--- config.mk ---
export PLATFORM = sky130hd
export DESIGN_NAME = acpi_sci_combiner
export DESIGN_NICKNAME = d
export VERILOG_FILES = /design/src/rtl/acpi_sci_pkg.sv /design/src/rtl/acpi_pm1_regs.sv /design/src/rtl/acpi_gpe_block.sv /design/src/rtl/acpi_sci_logic.sv /design/src/rtl/acpi_apm_ctl.sv /design/src/rtl/acpi_sci_combiner.sv
export SDC_FILE = /design/constraint.sdc
export NUM_CORES = 1
export LEC_CHECK = 0
export BUFFER_PORTS_ARGS = -buffer_cell sky130_fd_sc_hd__buf_2
export CAP_MARGIN = 20
export CORE_UTILIZATION = 52
export DETAILED_ROUTE_END_ITERATION = 10
export HOLD_SLACK_MARGIN = 0.03
export PLACE_DENSITY = 0.88
export SLEW_MARGIN = 20
export SYNTH_ARGS = -nofsm -noshare
export SYNTH_HDL_FRONTEND = slang
export SYNTH_HIERARCHICAL = 1
export SYNTH_SLANG_ARGS = --single-unit
--- constraint.sdc ---
create_clock -name clk -period 2.76 [get_ports clk]
set_clock_uncertainty 0.15 [all_clocks]
set_input_delay 0.276 -clock clk [delete_from_list [all_inputs] [get_ports clk]]
set_output_delay 0.276 -clock clk [all_outputs]
set_load 0.005 [all_outputs]
--- src/rtl/acpi_sci_pkg.sv ---
package acpi_sci_pkg;

    localparam int PM1_W = 16;
    localparam int PM1_TMR_BIT = 0;
    localparam logic [PM1_W-1:0] PM1_SCI_MASK = 16'h0521;
    localparam logic [7:0] GPE0_SCI_MASK = 8'h06;
    localparam logic [7:0] CMD_ACPI_ON  = 8'hF1;
    localparam logic [7:0] CMD_ACPI_OFF = 8'hF0;

    typedef enum logic [1:0] {
        CMD_NONE  = 2'd0,
        CMD_ENTER = 2'd1,
        CMD_LEAVE = 2'd2,
        CMD_TRAP  = 2'd3
    } apm_kind_e;

    typedef struct packed {
        logic [PM1_W-1:0] sts;
        logic [PM1_W-1:0] en;
    } pm1_regs_t;

    function automatic apm_kind_e classify_cmd(input logic wr, input logic [7:0] cmd);
        if (!wr)                    return CMD_NONE;
        else if (cmd == CMD_ACPI_ON)  return CMD_ENTER;
        else if (cmd == CMD_ACPI_OFF) return CMD_LEAVE;
        else                        return CMD_TRAP;
    endfunction

    function automatic logic masked_hit16(input logic [15:0] a, input logic [15:0] b,
                                          input logic [15:0] m);
        return |(a & b & m);
    endfunction

    function automatic logic masked_hit8(input logic [7:0] a, input logic [7:0] b,
                                         input logic [7:0] m);
        return |(a & b & m);
    endfunction

endpackage

--- src/rtl/acpi_pm1_regs.sv ---
module acpi_pm1_regs
    import acpi_sci_pkg::*;
(
    input  logic             clk,
    input  logic             rst,
    input  logic [PM1_W-1:0] evt,
    input  logic             sts_wr,
    input  logic             en_wr,
    input  logic [PM1_W-1:0] wdata,
    output logic [PM1_W-1:0] sts,
    output logic [PM1_W-1:0] en
);
    pm1_regs_t q;
    logic [PM1_W-1:0] clr_mask;

    assign clr_mask = sts_wr ? wdata : '0;

    always_ff @(posedge clk) begin
        if (rst) begin
            q <= '0;
        end else begin
            q.sts <= (q.sts & ~clr_mask) | evt;
            if (en_wr) q.en <= wdata;
        end
    end

    assign sts = q.sts;
    assign en  = q.en;
endmodule

--- src/rtl/acpi_gpe_block.sv ---
module acpi_gpe_block #(
    parameter int STS_BYTES = 2,
    localparam int GW = 8 * STS_BYTES,
    localparam int AW = $clog2(2 * STS_BYTES)
) (
    input  logic          clk,
    input  logic          rst,
    input  logic [GW-1:0] evt,
    input  logic          wr,
    input  logic [AW-1:0] addr,
    input  logic [7:0]    wdata,
    output logic [7:0]    rdata,
    output logic [GW-1:0] sts_all,
    output logic [GW-1:0] en_all
);
    for (genvar b = 0; b < STS_BYTES; b++) begin : g_byte
        logic [7:0] s_q;
        logic [7:0] e_q;
        logic       hit_s;
        logic       hit_e;

        assign hit_s = wr && (addr == AW'(b));
        assign hit_e = wr && (addr == AW'(STS_BYTES + b));

        always_ff @(posedge clk) begin
            if (rst) begin
                s_q <= '0;
                e_q <= '0;
            end else begin
                s_q <= (s_q & ~(hit_s ? wdata : 8'h00)) | evt[8*b +: 8];
                if (hit_e) e_q <= wdata;
            end
        end

        assign sts_all[8*b +: 8] = s_q;
        assign en_all[8*b +: 8]  = e_q;
    end

    always_comb begin
        rdata = '0;
        for (int b = 0; b < STS_BYTES; b++) begin
            if (addr == AW'(b))             rdata = sts_all[8*b +: 8];
            if (addr == AW'(STS_BYTES + b)) rdata = en_all[8*b +: 8];
        end
    end
endmodule

--- src/rtl/acpi_sci_logic.sv ---
module acpi_sci_logic
    import acpi_sci_pkg::*;
(
    input  logic [PM1_W-1:0] pm1_sts,
    input  logic [PM1_W-1:0] pm1_en,
    input  logic [7:0]       gpe_sts0,
    input  logic [7:0]       gpe_en0,
    output logic             sci,
    output logic             tmr_arm
);
    logic fixed_hit;
    logic gpe_hit;

    assign fixed_hit = masked_hit16(pm1_sts, pm1_en, PM1_SCI_MASK);
    assign gpe_hit   = masked_hit8(gpe_sts0, gpe_en0, GPE0_SCI_MASK);
    assign sci       = fixed_hit | gpe_hit;
    assign tmr_arm   = pm1_en[PM1_TMR_BIT] & ~pm1_sts[PM1_TMR_BIT];
endmodule

--- src/rtl/acpi_apm_ctl.sv ---
module acpi_apm_ctl
    import acpi_sci_pkg::*;
(
    input  logic       clk,
    input  logic       rst,
    input  logic       apm_wr,
    input  logic [7:0] apm_cmd,
    input  logic       smi_gate,
    output logic       acpi_mode,
    output logic       smi_req
);
    apm_kind_e kind;

    assign kind = classify_cmd(apm_wr, apm_cmd);

    always_ff @(posedge clk) begin
        if (rst) begin
            acpi_mode <= 1'b0;
            smi_req   <= 1'b0;
        end else begin
            unique case (kind)
                CMD_ENTER: acpi_mode <= 1'b1;
                CMD_LEAVE: acpi_mode <= 1'b0;
                default:   acpi_mode <= acpi_mode;
            endcase
            smi_req <= (kind == CMD_TRAP) && smi_gate;
        end
    end
endmodule

--- src/rtl/acpi_sci_combiner.sv ---
module acpi_sci_combiner
    import acpi_sci_pkg::*;
#(
    parameter int GPE_STS_BYTES = 2,
    localparam int GPE_W  = 8 * GPE_STS_BYTES,
    localparam int GPE_AW = $clog2(2 * GPE_STS_BYTES)
) (
    input  logic              clk,
    input  logic              rst,
    input  logic [PM1_W-1:0]  pm1_evt,
    input  logic              pm1_sts_wr,
    input  logic              pm1_en_wr,
    input  logic [PM1_W-1:0]  pm1_wdata,
    output logic [PM1_W-1:0]  pm1_sts,
    output logic [PM1_W-1:0]  pm1_en,
    input  logic [GPE_W-1:0]  gpe_evt,
    input  logic              gpe_wr,
    input  logic [GPE_AW-1:0] gpe_addr,
    input  logic [7:0]        gpe_wdata,
    output logic [7:0]        gpe_rdata,
    input  logic              apm_wr,
    input  logic [7:0]        apm_cmd,
    input  logic              smi_gate,
    output logic              sci,
    output logic              tmr_arm,
    output logic              acpi_mode,
    output logic              smi_req
);
    logic [GPE_W-1:0] gpe_sts_q;
    logic [GPE_W-1:0] gpe_en_q;

    acpi_pm1_regs u_pm1 (
        .clk    (clk),
        .rst    (rst),
        .evt    (pm1_evt),
        .sts_wr (pm1_sts_wr),
        .en_wr  (pm1_en_wr),
        .wdata  (pm1_wdata),
        .sts    (pm1_sts),
        .en     (pm1_en)
    );

    acpi_gpe_block #(.STS_BYTES(GPE_STS_BYTES)) u_gpe (
        .clk     (clk),
        .rst     (rst),
        .evt     (gpe_evt),
        .wr      (gpe_wr),
        .addr    (gpe_addr),
        .wdata   (gpe_wdata),
        .rdata   (gpe_rdata),
        .sts_all (gpe_sts_q),
        .en_all  (gpe_en_q)
    );

    acpi_sci_logic u_sci (
        .pm1_sts  (pm1_sts),
        .pm1_en   (pm1_en),
        .gpe_sts0 (gpe_sts_q[7:0]),
        .gpe_en0  (gpe_en_q[7:0]),
        .sci      (sci),
        .tmr_arm  (tmr_arm)
    );

    acpi_apm_ctl u_apm (
        .clk       (clk),
        .rst       (rst),
        .apm_wr    (apm_wr),
        .apm_cmd   (apm_cmd),
        .smi_gate  (smi_gate),
        .acpi_mode (acpi_mode),
        .smi_req   (smi_req)
    );
endmodule

==> impl_results.md <==
* I/O pin total at 117
* # resized after CTS at 0
* Worst hold-check path type: in2reg
* Shortest period the worst path allows at 1.73 ns
* Kind of end point of the critical path: output port
* Clk pin slew, worst setup/hold paths at 0.08 ns
* Number of core rows at 27
* Drt drc at 0
* Largest net degree at the start of global routing at 42
* R2R setup slack at 1.85 ns
* Final sum of negative setup slack at 0 ns
* Power density over cell area at 558 nW/um2
* Achievable Freq at 577 MHz
* Hold path startpoint: gpe_evt[6]
* Total count of max-transition violations in the final report at 0
* Total via count after detailed routing at 2598
* Total leakage power at 1.94 nW
* Post-synthesis cell type count at 29
* Combined area of all synthesized cells at 2940 um2
* Share of cells above drive strength 1 at 0.372
* Startpoint kind of the worst setup timing path: input pin
* Post-layout utilization of the core at 0.719
* Die area at 5950 um2
* CP Launch Point: gpe_addr[0]
* CP Cell Sequence: buf_2, mux4_2, buf_2
* Critical Setup Path Class: in2out
* Worst Tran Pin Value at 0.577 ns
* Critical path peak fanout at 12
* NumNets Final at 492
* Reg2Reg Depth at 2
* Worst slack at placement at 0.735 ns
* Peak supply drop at 0.344 mV
* Vias in the first global route at 2686
* Post-Synthesis Mean Instance Area at 10.5 um2
* Net count of the mapped netlist at 355
* Critical path arrival at 1.31 ns
* Largest stage delay on the critical path at 0.55 ns
* Final RePlAce weighted congestion at 0.806
* HPWL after detailed placement at 4780 um
* Cell with the largest stage delay on the worst path: sky130_fd_sc_hd__mux4_2
* Detailed-routing iteration count for the pre-antenna-repair pass at 4
* Overall overflow remaining after global route at 0
* Core outline area at 5470 um2
* End of the critical path: gpe_rdata[1]
* Most frequent CP cell: sky130_fd_sc_hd__buf_2
* Horizontal extent of the die at 77.2 um
* Critical register-to-register path endpoint: u_pm1/sts[0]$_SDFF_PP0_
* Multi-input gate area at 1360 um2
* Maximum buffer depth of the clock tree at 2
* Number of cells produced by synthesis at 280
* Clock latency reported for the late side of the worst-skew pair at 0.33 ns
* Max_slew headroom at 0.615
* Hold violation count in the final report at 0
* Global-route usage over all layers at 0.255
* Root buffer selected by CTS: sky130_fd_sc_hd__clkbuf_8
* Violation count after the first detailed-route iteration at 98
* Proportion of synthesized chip area in sequential cells at 0.450
* Period utilization at 0.628
* Placed Area at 3480 um2
* Wire length the detailed router placed on met1 at 2920 um
* Routed vias/inst at 5.26
* Startpoint of the worst register-to-register path: u_pm1/sts[0]$_SDFF_PP0_
* Final Setup Violations at 0
* RSZ-0062 raised after global routing: no
* Initial antenna violation count at 0
* Smallest setup slack after layout at 1.03 ns
* Layout filler cell count at 424
* Area growth from synthesis to layout at 33.9%
* Floorplan die height at 77.2 um
* Initial Utilization at 0.537
* Most frequent cells in the layout: sky130_fd_sc_hd__buf_2 (116), sky130_fd_sc_hd__dfxtp_1 (66), sky130_fd_sc_hd__nor2_1 (49)
* Count of yosys warnings during synthesis at 6
* Post-CTS repair timing setup buffer count at 0
* Post-route design area at 3930 um2
* Post-CTS Hold Buffers at 25
* Antenna Nets Post-Route at 0
* Wire length of the first global-routing pass at 11900 um
* Top routing layer in use: met4
* DR WL met2 at 3890 um
* Detailed Route WL at 7300 um
* Required time of the critical path at 2.33 ns
* Routed wire length per instance at 14.8 um
* Result of the run: completed
* Antenna diode instance count at 0
* Number of buffers added by the clock tree synthesis step at 9
* Most common cell after layout, fill and taps aside: sky130_fd_sc_hd__buf_2
* Total number of clock tree sinks at 66
* FF+latch area at 1320 um2
* Total of flip-flops plus latches after synthesis at 66
* Total of max-cap violations at 0
* IO buf count at 116
* Routed met3 length at 284 um
* TritonCTS clock tree: done
* Max H-tree Level at 3
==> power breakdown <==
part	leakage (nW)	internal, W	total [W]	switching, W
combinational	1.29	0.000173	0.000324	0.000152
clock	0.105	0.000462	0.000825	0.000363
sequential	0.546	0.00101	0.00104	0.0000326
total	1.94	0.00165	0.00219	0.000547
==> critical path, delay by kind of cell <==
family   cells  cell delay, ns
buf+inv      2            0.47
mux          1            0.55
==> cells in the mapped netlist <==
cell	count	area, um2
sky130_fd_sc_hd__or4b_1	1	10.0
sky130_fd_sc_hd__mux2i_1	32	320
sky130_fd_sc_hd__buf_6	6	67.6
sky130_fd_sc_hd__clkbuf_1	3	11.3
sky130_fd_sc_hd__and3b_1	1	8.76
sky130_fd_sc_hd__and3_2	1	7.51
sky130_fd_sc_hd__nor3b_4	1	18.8
sky130_fd_sc_hd__a21oi_1	1	5.00
sky130_fd_sc_hd__a22oi_1	3	22.5
sky130_fd_sc_hd__dfxtp_1	66	1320
sky130_fd_sc_hd__or2_2	1	6.26
sky130_fd_sc_hd__inv_1	32	120
sky130_fd_sc_hd__buf_4	3	22.5
sky130_fd_sc_hd__nand3_1	1	5.00
sky130_fd_sc_hd__mux4_2	8	180
sky130_fd_sc_hd__nand2_1	2	7.51
sky130_fd_sc_hd__buf_12	1	20.0
sky130_fd_sc_hd__nand4_1	1	6.26
sky130_fd_sc_hd__o21ai_1	1	5.00
sky130_fd_sc_hd__or4_4	1	11.3
sky130_fd_sc_hd__and2b_2	1	8.76
sky130_fd_sc_hd__a311oi_2	10	150
sky130_fd_sc_hd__ha_1	2	25.0
sky130_fd_sc_hd__nand2b_1	24	150
sky130_fd_sc_hd__nor2_1	49	184
sky130_fd_sc_hd__buf_2	3	15.0
sky130_fd_sc_hd__o21a_1	2	15.0
sky130_fd_sc_hd__a311oi_1	22	193
sky130_fd_sc_hd__nand3b_4	1	20.0
==> kinds of logic after synthesis <==
family,count (synthesis),share of synthesized area
simple gates,85,0.151
buf+inv,48,0.0873
compound gates,39,0.133
flops,66,0.450
mux,40,0.170
fa+ha+maj,2,0.00852
==> routing by layer <==
layer  track usage  vias up
met5             0        -
met4         0.153        0
met3        0.0512       18
met2         0.442       84
met1         0.286     1242
li1              -     1254
==> how the worst min path moves through the flow <==
stage,endpoint,slack [ns],cells after the start
5_1_grt,u_gpe/g_byte[0].s_q[7]$_SDFF_PP0_,0.04,3
4_1_cts,u_gpe/g_byte[1].s_q[7]$_SDFF_PP0_,0.04,3
6_report,u_gpe/g_byte[0].s_q[6]$_SDFF_PP0_,0.05,3
3_3_place_gp,u_apm/acpi_mode$_SDFFE_PP0P_,0.30,2
3_5_place_dp,u_apm/acpi_mode$_SDFFE_PP0P_,0.31,2
2_1_floorplan,u_apm/acpi_mode$_SDFFE_PP0P_,0.20,1
==> sequential cells by signal (all words and copies together), names as in the netlist <==
name and count:
u_pm1/en 16, u_pm1/sts 16, u_apm/smi_req 1, u_apm/acpi_mode 1, u_gpe/g_byte.s_q 16, u_gpe/g_byte.e_q 16
==> final cells by class <==
class	count	share of cell area
clock buffer	11	0.0385
multi-input combinational	166	0.346
clock inverter	5	0.0134
timing repair buffer	142	0.213
inverter	32	0.0305
sequential	66	0.336
tap	72	0.0229
==> per-stage QoR <==
step	hold slack, ns	std cells	power (W)
final	0.0528	494	0.00219
after global routing	0.0441	494	0.00229
after CTS	0.0395	494	0.00221
after detailed placement	0.308	453	0.00136
after global placement	0.302	453	0.00134
after floorplan	0.195	280	0.00123
(Power assumes the default switching activity.)
